--- src/rtl/rps_pkg.sv ---
package rps_pkg;
  typedef enum logic [1:0] {
    ST_IDLE = 2'd0,
    ST_REF  = 2'd1,
    ST_FREF = 2'd2,
    ST_READ = 2'd3
  } rps_state_e;

  // Owed-count step: one up per tick, one down per finished bundle,
  // clamped to the ceiling.
  function automatic int unsigned owed_step(input int unsigned cur,
                                            input logic inc,
                                            input logic dec,
                                            input int unsigned cap);
    int unsigned v;
    v = cur + (inc ? 1 : 0);
    if (dec && v > 0) v = v - 1;
    if (v > cap) v = cap;
    return v;
  endfunction

  // A row ends on the last cycle of its timer while the engine runs.
  function automatic logic row_last(input int unsigned tmr,
                                    input int unsigned cyc);
    return tmr == cyc - 1;
  endfunction
endpackage

--- src/rtl/rps_owed_ctr.sv ---
module rps_owed_ctr #(
  parameter int unsigned MAX_OWED = 8,
  parameter int unsigned OW = $clog2(MAX_OWED + 1)
) (
  input  logic          clk,
  input  logic          rst_n,
  input  logic          tick_i,
  input  logic          done_i,
  output logic [OW-1:0] owed_o,
  output logic          at_cap_o,
  output logic          any_o
);
  import rps_pkg::*;

  logic [OW-1:0] owed_q;
  logic [OW-1:0] owed_d;

  always_comb owed_d = OW'(owed_step(int'(owed_q), tick_i, done_i, MAX_OWED));

  always_ff @(posedge clk) begin
    if (!rst_n) owed_q <= '0;
    else        owed_q <= owed_d;
  end

  assign owed_o   = owed_q;
  assign at_cap_o = (owed_q == OW'(MAX_OWED));
  assign any_o    = (owed_q != '0);

  a_r1_no_overflow: assert property (@(posedge clk) disable iff (!rst_n)
    owed_q <= OW'(MAX_OWED));
  a_r1_tick_counts: assert property (@(posedge clk) disable iff (!rst_n)
    (tick_i && !done_i && !at_cap_o) |=> (owed_q == $past(owed_q) + 1'b1));
  a_r8_done_drops: assert property (@(posedge clk) disable iff (!rst_n)
    (done_i && !tick_i) |=> (owed_q == $past(owed_q) - 1'b1));
endmodule

--- src/rtl/rps_row_engine.sv ---
module rps_row_engine #(
  parameter int unsigned ROWS    = 4,
  parameter int unsigned ROW_CYC = 3,
  parameter int unsigned RW      = $clog2(ROWS + 1)
) (
  input  logic          clk,
  input  logic          rst_n,
  input  logic          run_i,
  output logic          at_bnd_o,
  output logic          bundle_done_o,
  output logic [RW-1:0] rows_o
);
  import rps_pkg::*;

  localparam int unsigned TW = (ROW_CYC > 1) ? $clog2(ROW_CYC) : 1;

  logic [TW-1:0] tmr_q;
  logic [RW-1:0] rows_q;
  logic          row_end;

  assign row_end       = run_i && row_last(int'(tmr_q), ROW_CYC);
  assign bundle_done_o = row_end && (rows_q == RW'(ROWS - 1));
  assign at_bnd_o      = (tmr_q == '0);
  assign rows_o        = rows_q;

  always_ff @(posedge clk) begin
    if (!rst_n) begin
      tmr_q  <= '0;
      rows_q <= '0;
    end else if (run_i) begin
      if (row_end) begin
        tmr_q  <= '0;
        rows_q <= bundle_done_o ? '0 : rows_q + 1'b1;
      end else begin
        tmr_q <= tmr_q + 1'b1;
      end
    end
  end

  a_r6_hold_when_paused: assert property (@(posedge clk) disable iff (!rst_n)
    !run_i |=> $stable(rows_q));
  a_r6_in_range: assert property (@(posedge clk) disable iff (!rst_n)
    rows_q < RW'(ROWS));
endmodule

--- src/rtl/rps_fsm.sv ---
module rps_fsm (
  input  logic clk,
  input  logic rst_n,
  input  logic rd_pend_i,
  input  logic rd_done_i,
  input  logic at_cap_i,
  input  logic any_owed_i,
  input  logic at_bnd_i,
  input  logic bundle_done_i,
  output logic run_o,
  output logic ref_en_o,
  output logic rd_grant_o,
  output logic forced_o
);
  import rps_pkg::*;

  rps_state_e st_q, st_d;
  logic       pause_now;

  assign pause_now = (st_q == ST_REF) && rd_pend_i && at_bnd_i;
  assign run_o     = ((st_q == ST_REF) && !pause_now) || (st_q == ST_FREF);

  always_comb begin
    st_d = st_q;
    unique case (st_q)
      ST_IDLE: begin
        if (at_cap_i)        st_d = ST_FREF;
        else if (rd_pend_i)  st_d = ST_READ;
        else if (any_owed_i) st_d = ST_REF;
      end
      ST_REF:  if (pause_now) st_d = ST_READ;
      ST_FREF: st_d = ST_FREF;
      ST_READ: if (rd_done_i) st_d = ST_IDLE;
      default: st_d = ST_IDLE;
    endcase
    if (bundle_done_i) st_d = ST_IDLE;
  end

  always_ff @(posedge clk) begin
    if (!rst_n) st_q <= ST_IDLE;
    else        st_q <= st_d;
  end

  assign ref_en_o   = (st_q == ST_REF) || (st_q == ST_FREF);
  assign rd_grant_o = (st_q == ST_READ);
  assign forced_o   = (st_q == ST_FREF);

  a_r5_exclusive: assert property (@(posedge clk) disable iff (!rst_n)
    !(ref_en_o && rd_grant_o));
  a_r4_pause_on_boundary: assert property (@(posedge clk) disable iff (!rst_n)
    ($past(ref_en_o) && rd_grant_o) |-> $past(at_bnd_i));
  a_r7_forced_holds: assert property (@(posedge clk) disable iff (!rst_n)
    (forced_o && !bundle_done_i) |=> (forced_o && !rd_grant_o));
  a_r5_grant_holds: assert property (@(posedge clk) disable iff (!rst_n)
    (rd_grant_o && !rd_done_i) |=> rd_grant_o);
endmodule

--- src/rtl/refresh_pause_sched.sv ---
module refresh_pause_sched #(
  parameter int unsigned ROWS     = 4,
  parameter int unsigned ROW_CYC  = 3,
  parameter int unsigned MAX_OWED = 8,
  parameter int unsigned OW       = $clog2(MAX_OWED + 1),
  parameter int unsigned RW       = $clog2(ROWS + 1)
) (
  input  logic          clk,
  input  logic          rst_n,
  input  logic          tick_i,
  input  logic          rd_pend_i,
  input  logic          rd_done_i,
  output logic          ref_en_o,
  output logic          rd_grant_o,
  output logic          forced_o,
  output logic [OW-1:0] owed_o,
  output logic [RW-1:0] row_prog_o
);
  logic run_w;
  logic at_bnd_w;
  logic bundle_done_w;
  logic at_cap_w;
  logic any_owed_w;

  rps_owed_ctr #(.MAX_OWED(MAX_OWED), .OW(OW)) u_owed (
    .clk(clk), .rst_n(rst_n), .tick_i(tick_i), .done_i(bundle_done_w),
    .owed_o(owed_o), .at_cap_o(at_cap_w), .any_o(any_owed_w)
  );

  rps_row_engine #(.ROWS(ROWS), .ROW_CYC(ROW_CYC), .RW(RW)) u_rows (
    .clk(clk), .rst_n(rst_n), .run_i(run_w), .at_bnd_o(at_bnd_w),
    .bundle_done_o(bundle_done_w), .rows_o(row_prog_o)
  );

  rps_fsm u_fsm (
    .clk(clk), .rst_n(rst_n), .rd_pend_i(rd_pend_i), .rd_done_i(rd_done_i),
    .at_cap_i(at_cap_w), .any_owed_i(any_owed_w), .at_bnd_i(at_bnd_w),
    .bundle_done_i(bundle_done_w), .run_o(run_w), .ref_en_o(ref_en_o),
    .rd_grant_o(rd_grant_o), .forced_o(forced_o)
  );

  a_r8_completion_idles: assert property (@(posedge clk) disable iff (!rst_n)
    bundle_done_w |=> (!ref_en_o && row_prog_o == '0));
endmodule

--- config.mk ---
export PLATFORM = sky130hd
export DESIGN_NAME = refresh_pause_sched
export DESIGN_NICKNAME = d
export VERILOG_FILES = /design/src/rtl/rps_pkg.sv /design/src/rtl/rps_owed_ctr.sv /design/src/rtl/rps_row_engine.sv /design/src/rtl/rps_fsm.sv /design/src/rtl/refresh_pause_sched.sv
export SDC_FILE = /design/constraint.sdc
export NUM_CORES = 1
export LEC_CHECK = 0
export BUFFER_PORTS_ARGS = -buffer_cell sky130_fd_sc_hd__buf_4
export CAP_MARGIN = 20
export CORE_MARGIN = 10
export CORE_UTILIZATION = 59
export DETAILED_ROUTE_END_ITERATION = 12
export PLACE_DENSITY_LB_ADDON = 0.1
export SYNTH_ARGS = -nofsm -noshare
export SYNTH_HDL_FRONTEND = slang
export SYNTH_SLANG_ARGS = --single-unit
export TNS_END_PERCENT = 100
--- constraint.sdc ---
create_clock -name clk -period 4.9 [get_ports clk]
set_clock_uncertainty 0.15 [all_clocks]
set_input_delay 0 -clock clk [delete_from_list [all_inputs] [get_ports clk]]
set_output_delay 0 -clock clk [all_outputs]
set_load 0.005 [all_outputs]
# Word-level counts from Yosys, hierarchy flattened
# Index checks and enable logic that the tools add are counted.
dict set report op_classes {
  n_addsub 4
  order_cmp 2
  n_eq_ne 9
  n_mux 11
  bitwise_logic 1
  n_reduce_logical 16
}
# operator n
set ops {}
lappend ops {{$add 4x32->32} 1}
lappend ops {{$gt 32x1->1 const B} 1}
lappend ops {{$gt 32x4->1 const B} 1}
lappend ops {{$mux 32} 1}
lappend ops {{$sub 32x1->32 const B} 1}
lappend ops {{$mux 2} 6}
lappend ops {{$pmux 2 s4} 1}
lappend ops {{$eq 2x2->1 const B} 3}
lappend ops {{$logic_and 1x1->1} 6}
lappend ops {{$eq 4x4->1 const B} 1}
lappend ops {{$logic_not 2->1} 2}
lappend ops {{$mux 4} 1}
lappend ops {{$ne 4x4->1 const B} 1}
lappend ops {{$reduce_bool 4->1} 1}
lappend ops {{$reduce_or 2->1} 2}
lappend ops {{$add 3x1->3 const B} 1}
lappend ops {{$eq 3x2->1 const B} 1}
lappend ops {{$mux 3} 1}
lappend ops {{$reduce_and 3->1} 1}
lappend ops {{$add 2x1->2 const B} 1}
lappend ops {{$eq 2x1->1 const B} 1}
lappend ops {{$logic_or 1x1->1} 2}
lappend ops {{$ne 2x1->1 const B} 1}
lappend ops {{$ne 2x2->1 const B} 1}
lappend ops {{other kinds (4)} 4}
dict set report word_totals {
  register_bits 11
  out_inout_bits 10
  wordCells 48
}

# Longest topological paths before layout
dict set report logic_depth {
  depth_word 12
  ltp_mapped 10
  ltp_nobuf 10
}

# By module
# From an unflattened synthesis, not the netlist that was laid out.
dict set report unflattened {
  hier_cells 104
  area_unflattened_um2 922.1
}
# mod n_inst cells_each area_per_inst_um2
set modules_own_cells {}
lappend modules_own_cells {rps_owed_ctr 1 56 471.7}
lappend modules_own_cells {rps_row_engine 1 25 242.7}
lappend modules_own_cells {rps_fsm 1 23 207.7}

# Worst setup path before layout
# OpenSTA, ideal clock, no wires.
dict set report synth_timing {
  kind {flip-flop to flip-flop}
  startpoint {register u_owed.owed_q[0] (netlist: u_owed.owed_o[0])}
  endpoint {register u_owed.owed_q[3] (netlist: u_owed.owed_o[3])}
  setup_time_ns 0.116
  arrival_ns 2.112
  t_required_ns 4.634
  slack_ns 2.522
  path_stages_with_launch 11
  n_path_buf 0
  period_less_slack_ns 2.378
  path_cell_list {dfxtp_1 > ha_1 > ha_1 > inv_1 > ha_1 > nor2b_1 > ha_1 > nand2b_1 > a311oi_2 > nand2_1 > and3_1}
}
dict set report synth_via {
  elab_chain_len 6
  elab_cells_between_ends 7
}
# item line_no
set synth_lines {}
lappend synth_lines {{start: declaration} rps_owed_ctr.sv:15} ;# logic [OW-1:0] owed_q;
lappend synth_lines {{start signal: assignment} rps_owed_ctr.sv:22} ;# else owed_q <= owed_d;
lappend synth_lines {{$add 4x32->32 (*)} rps_pkg.sv:16} ;# v = cur + (inc ? 1 : 0);
lappend synth_lines {{$gt 32x1->1} rps_pkg.sv:17} ;# if (dec && v > 0) v = v - 1;
lappend synth_lines {{$logic_and 1x1->1} rps_pkg.sv:17}
lappend synth_lines {{$mux 32 (*)} rps_pkg.sv:17}
lappend synth_lines {{$gt 32x4->1} rps_pkg.sv:18} ;# if (v > cap) v = cap;
lappend synth_lines {{$mux 4 (*)} rps_pkg.sv:18}
# Mark *: on every way between the ends. The rest lies on a longest branch, timed or not.
# A chain may end at the register's enable or synchronous reset.

# Worst setup path after layout
# Same ends and word-level chain as after synthesis.

==> summary.txt <==
Max clock buf depth -> 2
initial antenna violation count -> 0
Max-Cap Viols -> 0
reg-to-reg startpoint -> u_owed.owed_o[0]
Final Wtd Congestion -> 0.897
I/O pin cnt -> 15
register area -> 220 um2
vias in the first global route -> 782
Async SR Flop Fraction -> 0%
Die H -> 60.4 um
Min-Delay Endpoint -> u_fsm.st_q[1]
Final setup violation count -> 0
CP arrival -> 2.56 ns
syn avg cell area -> 8.84 um2
placed cells -> 137
Hold Path Class -> in2reg
most frequent cells in the layout -> ha_1 (14), buf_4 (14), nor2_1 (11), dfxtp_1 (11), a21oi_1 (10)
Post-Syn Nets -> 128
Non-Filler Instances -> 142
clock tree sinks -> 11
largest net degree at the start of global routing -> 14
prevailing post-synth register cell -> dfxtp_1
Hold Fails Final Rpt -> 0
NumNets Final -> 146
Crit Reg-Reg Endpoint -> u_owed.owed_o[3]
top achievable clock speed -> 393 MHz
cell mode on critical path -> ha_1
Post-DP HPWL -> 1580 um
Clk pin slew, worst setup/hold paths -> 0.07 ns
Multi-input gate area -> 689 um2
Worst-Skew Late Latency -> 0.27 ns
DRT Wirelength -> 1970 um
Synth Instances -> 109
Post-synth EDFFs -> 0
Rel. slew slack -> 65.5%
htree depth -> 1
hold path depth -> 5
Crit. End Element -> register
vias per inst -> 5.75
routed vias -> 816
first-pass GRT wire length -> 3310 um
Slew @ Worst Pin -> 0.518 ns
family with the most delay on the worst path -> adder cells
Critical Path RT -> 4.92 ns
Power Density -> 336 nW/um2
Synth cell types -> 40
Core Region -> 1520 um2
first-pass iteration count of the detailed router -> 4
Reg2Reg Depth -> 10
Max VDD drop -> 0.349 mV
RSZ-0062 raised after global routing -> false
Initial Util -> 63.2%
ant diodes -> 0
outcome -> finished, final reports clean
fillers -> 120
worst hold start -> rd_pend_i
grt ovf -> 0
CP max stage cell -> a311oi_2
Synth Warn # -> 0
# DRC -> 0
Worst setup SP type -> register
min Tclk post-route -> 2.55 ns
post-synthesis sequential area ratio -> 22.9%
Max FO, Critical Path -> 4
GRT Resource Usage Total -> 11.7%
Root Driver -> clkbuf_4
Tcrit/Tclk final -> 52.0%
fin. max-slew vios -> 0
R2R Setup Slk -> 2.35 ns
CP bufs+invs -> 1
Die W -> 60.4 um
initial DRC count -> 7
area grow syn2layout -> 14.7%
CTS Buf Count -> 3
layout cells sized above 1 -> 21.4%
Setup CP Type -> reg2reg
Worst path max stage delay -> 0.36 ns
leakage -> 0.472 nW
die area -> 3650 um2
crit path cell chain -> ha_1 > ha_1 > inv_1 > ha_1 > nor2b_1 > ha_1 > nand2b_1 > a311oi_2 > nand2_1 > and3_1
final setup TNS -> 0 ns
post-DR wirelength/cell -> 13.9 um
CTS tree -> yes
row count -> 14
number of routed nets with antenna violations -> 0
synthesized area -> 963 um2
Synth Register Bits -> 11
IO Port Bufs -> 14
[worst min-delay path, delay by kind of cell]
family | cells | cell delay [ns]
buffers and inverters | 1 | 0.10
AO/OA/AOI/OAI | 2 | 0.22
AND/OR/NAND/NOR | 2 | 0.14
[state kept, by name, summed over array words and instances (netlist names)]
| name | cells |
|---|---|
| u_rows.rows_o | 3 |
| u_rows.tmr_q | 2 |
| u_fsm.st_q | 2 |
| u_owed.owed_o | 4 |
[what timing repair did]
action,CTS,global route
resized for setup,0,0
setup endpoints to repair,0,0
setup buffers,0,0
hold endpoints to repair,11,0
hold buffers,1,0
[power breakdown]
part / internal, W / switching, W
clock: 0.0000315 / 0.0000322
sequential: 0.000105 / 0.0000130
combinational: 0.0000868 / 0.000104
total: 0.000223 / 0.000149
[area by class of cell]
class	instances	share of cell area (%)
multi-input combinational	87	62.4
sequential	11	19.9
timing repair buffer	15	10.4
inverter	9	3.06
clock buffer	4	2.38
tap	16	1.81
[through the flow]
stage / instance area (um2) / worst slack [ns] / util (%) / power, W / hold slack [ns]
after global routing: 1100 / 2.18 / 72.5 / 0.000406 / 0.123
after global placement: 1070 / 2.45 / 70.1 / 0.000296 / 0.173
after floorplan: 963 / 2.52 / - / 0.000252 / 0.0131
after CTS: 1100 / 2.36 / 72.5 / 0.000374 / 0.0632
after detailed placement: 1070 / 2.38 / 70.1 / 0.000304 / 0.182
final: 1100 / 2.35 / 72.5 / 0.000372 / 0.0591
[cells by family after synthesis]
logic type,share of synthesized area (%)
XOR/XNOR,7.66
adder cells (fa/ha/maj),18.2
AO/OA/AOI/OAI,20.0
multiplexers,1.04
AND/OR/NAND/NOR,24.7
flip-flops,22.9
buffers and inverters,5.58
[worst max-delay path by stage]
| stage | start | endpoint | cells past startpoint |
|---|---|---|---|
| after floorplan | u_owed.owed_o[0] | u_owed.owed_o[3] | 10 |
| after global placement | u_owed.owed_o[0] | u_owed.owed_o[3] | 10 |
| after detailed placement | u_owed.owed_o[0] | u_owed.owed_o[3] | 10 |
| after CTS | u_owed.owed_o[0] | u_owed.owed_o[3] | 10 |
| after global routing | u_owed.owed_o[0] | u_owed.owed_o[1] | 10 |
| final | u_owed.owed_o[0] | u_owed.owed_o[3] | 10 |
[per-layer routing]
layer	global-route usage (%)	up-vias	wire, um
li1	-	416	-
met2	20.4	18	971
met5	0	-	0
met4	5.64	0	59
met3	3.76	9	85
met1	12.5	373	858
[Yosys cell counts, types with 2 or more instances]
master | n | area (um2)
dfxtp_1 | 11 | 220
nand4_1 | 2 | 12.5
a21oi_1 | 10 | 50.1
nor2b_1 | 5 | 31.3
nor3_1 | 3 | 15.0
nor4b_1 | 2 | 17.5
inv_1 | 9 | 33.8
nor2_1 | 11 | 41.3
xnor2_1 | 3 | 26.3
nand2_1 | 5 | 18.8
ha_1 | 14 | 175
nand3b_1 | 2 | 15.0
nand3_1 | 5 | 25.0
No activity file was read; power rests on OpenSTA's default activity.
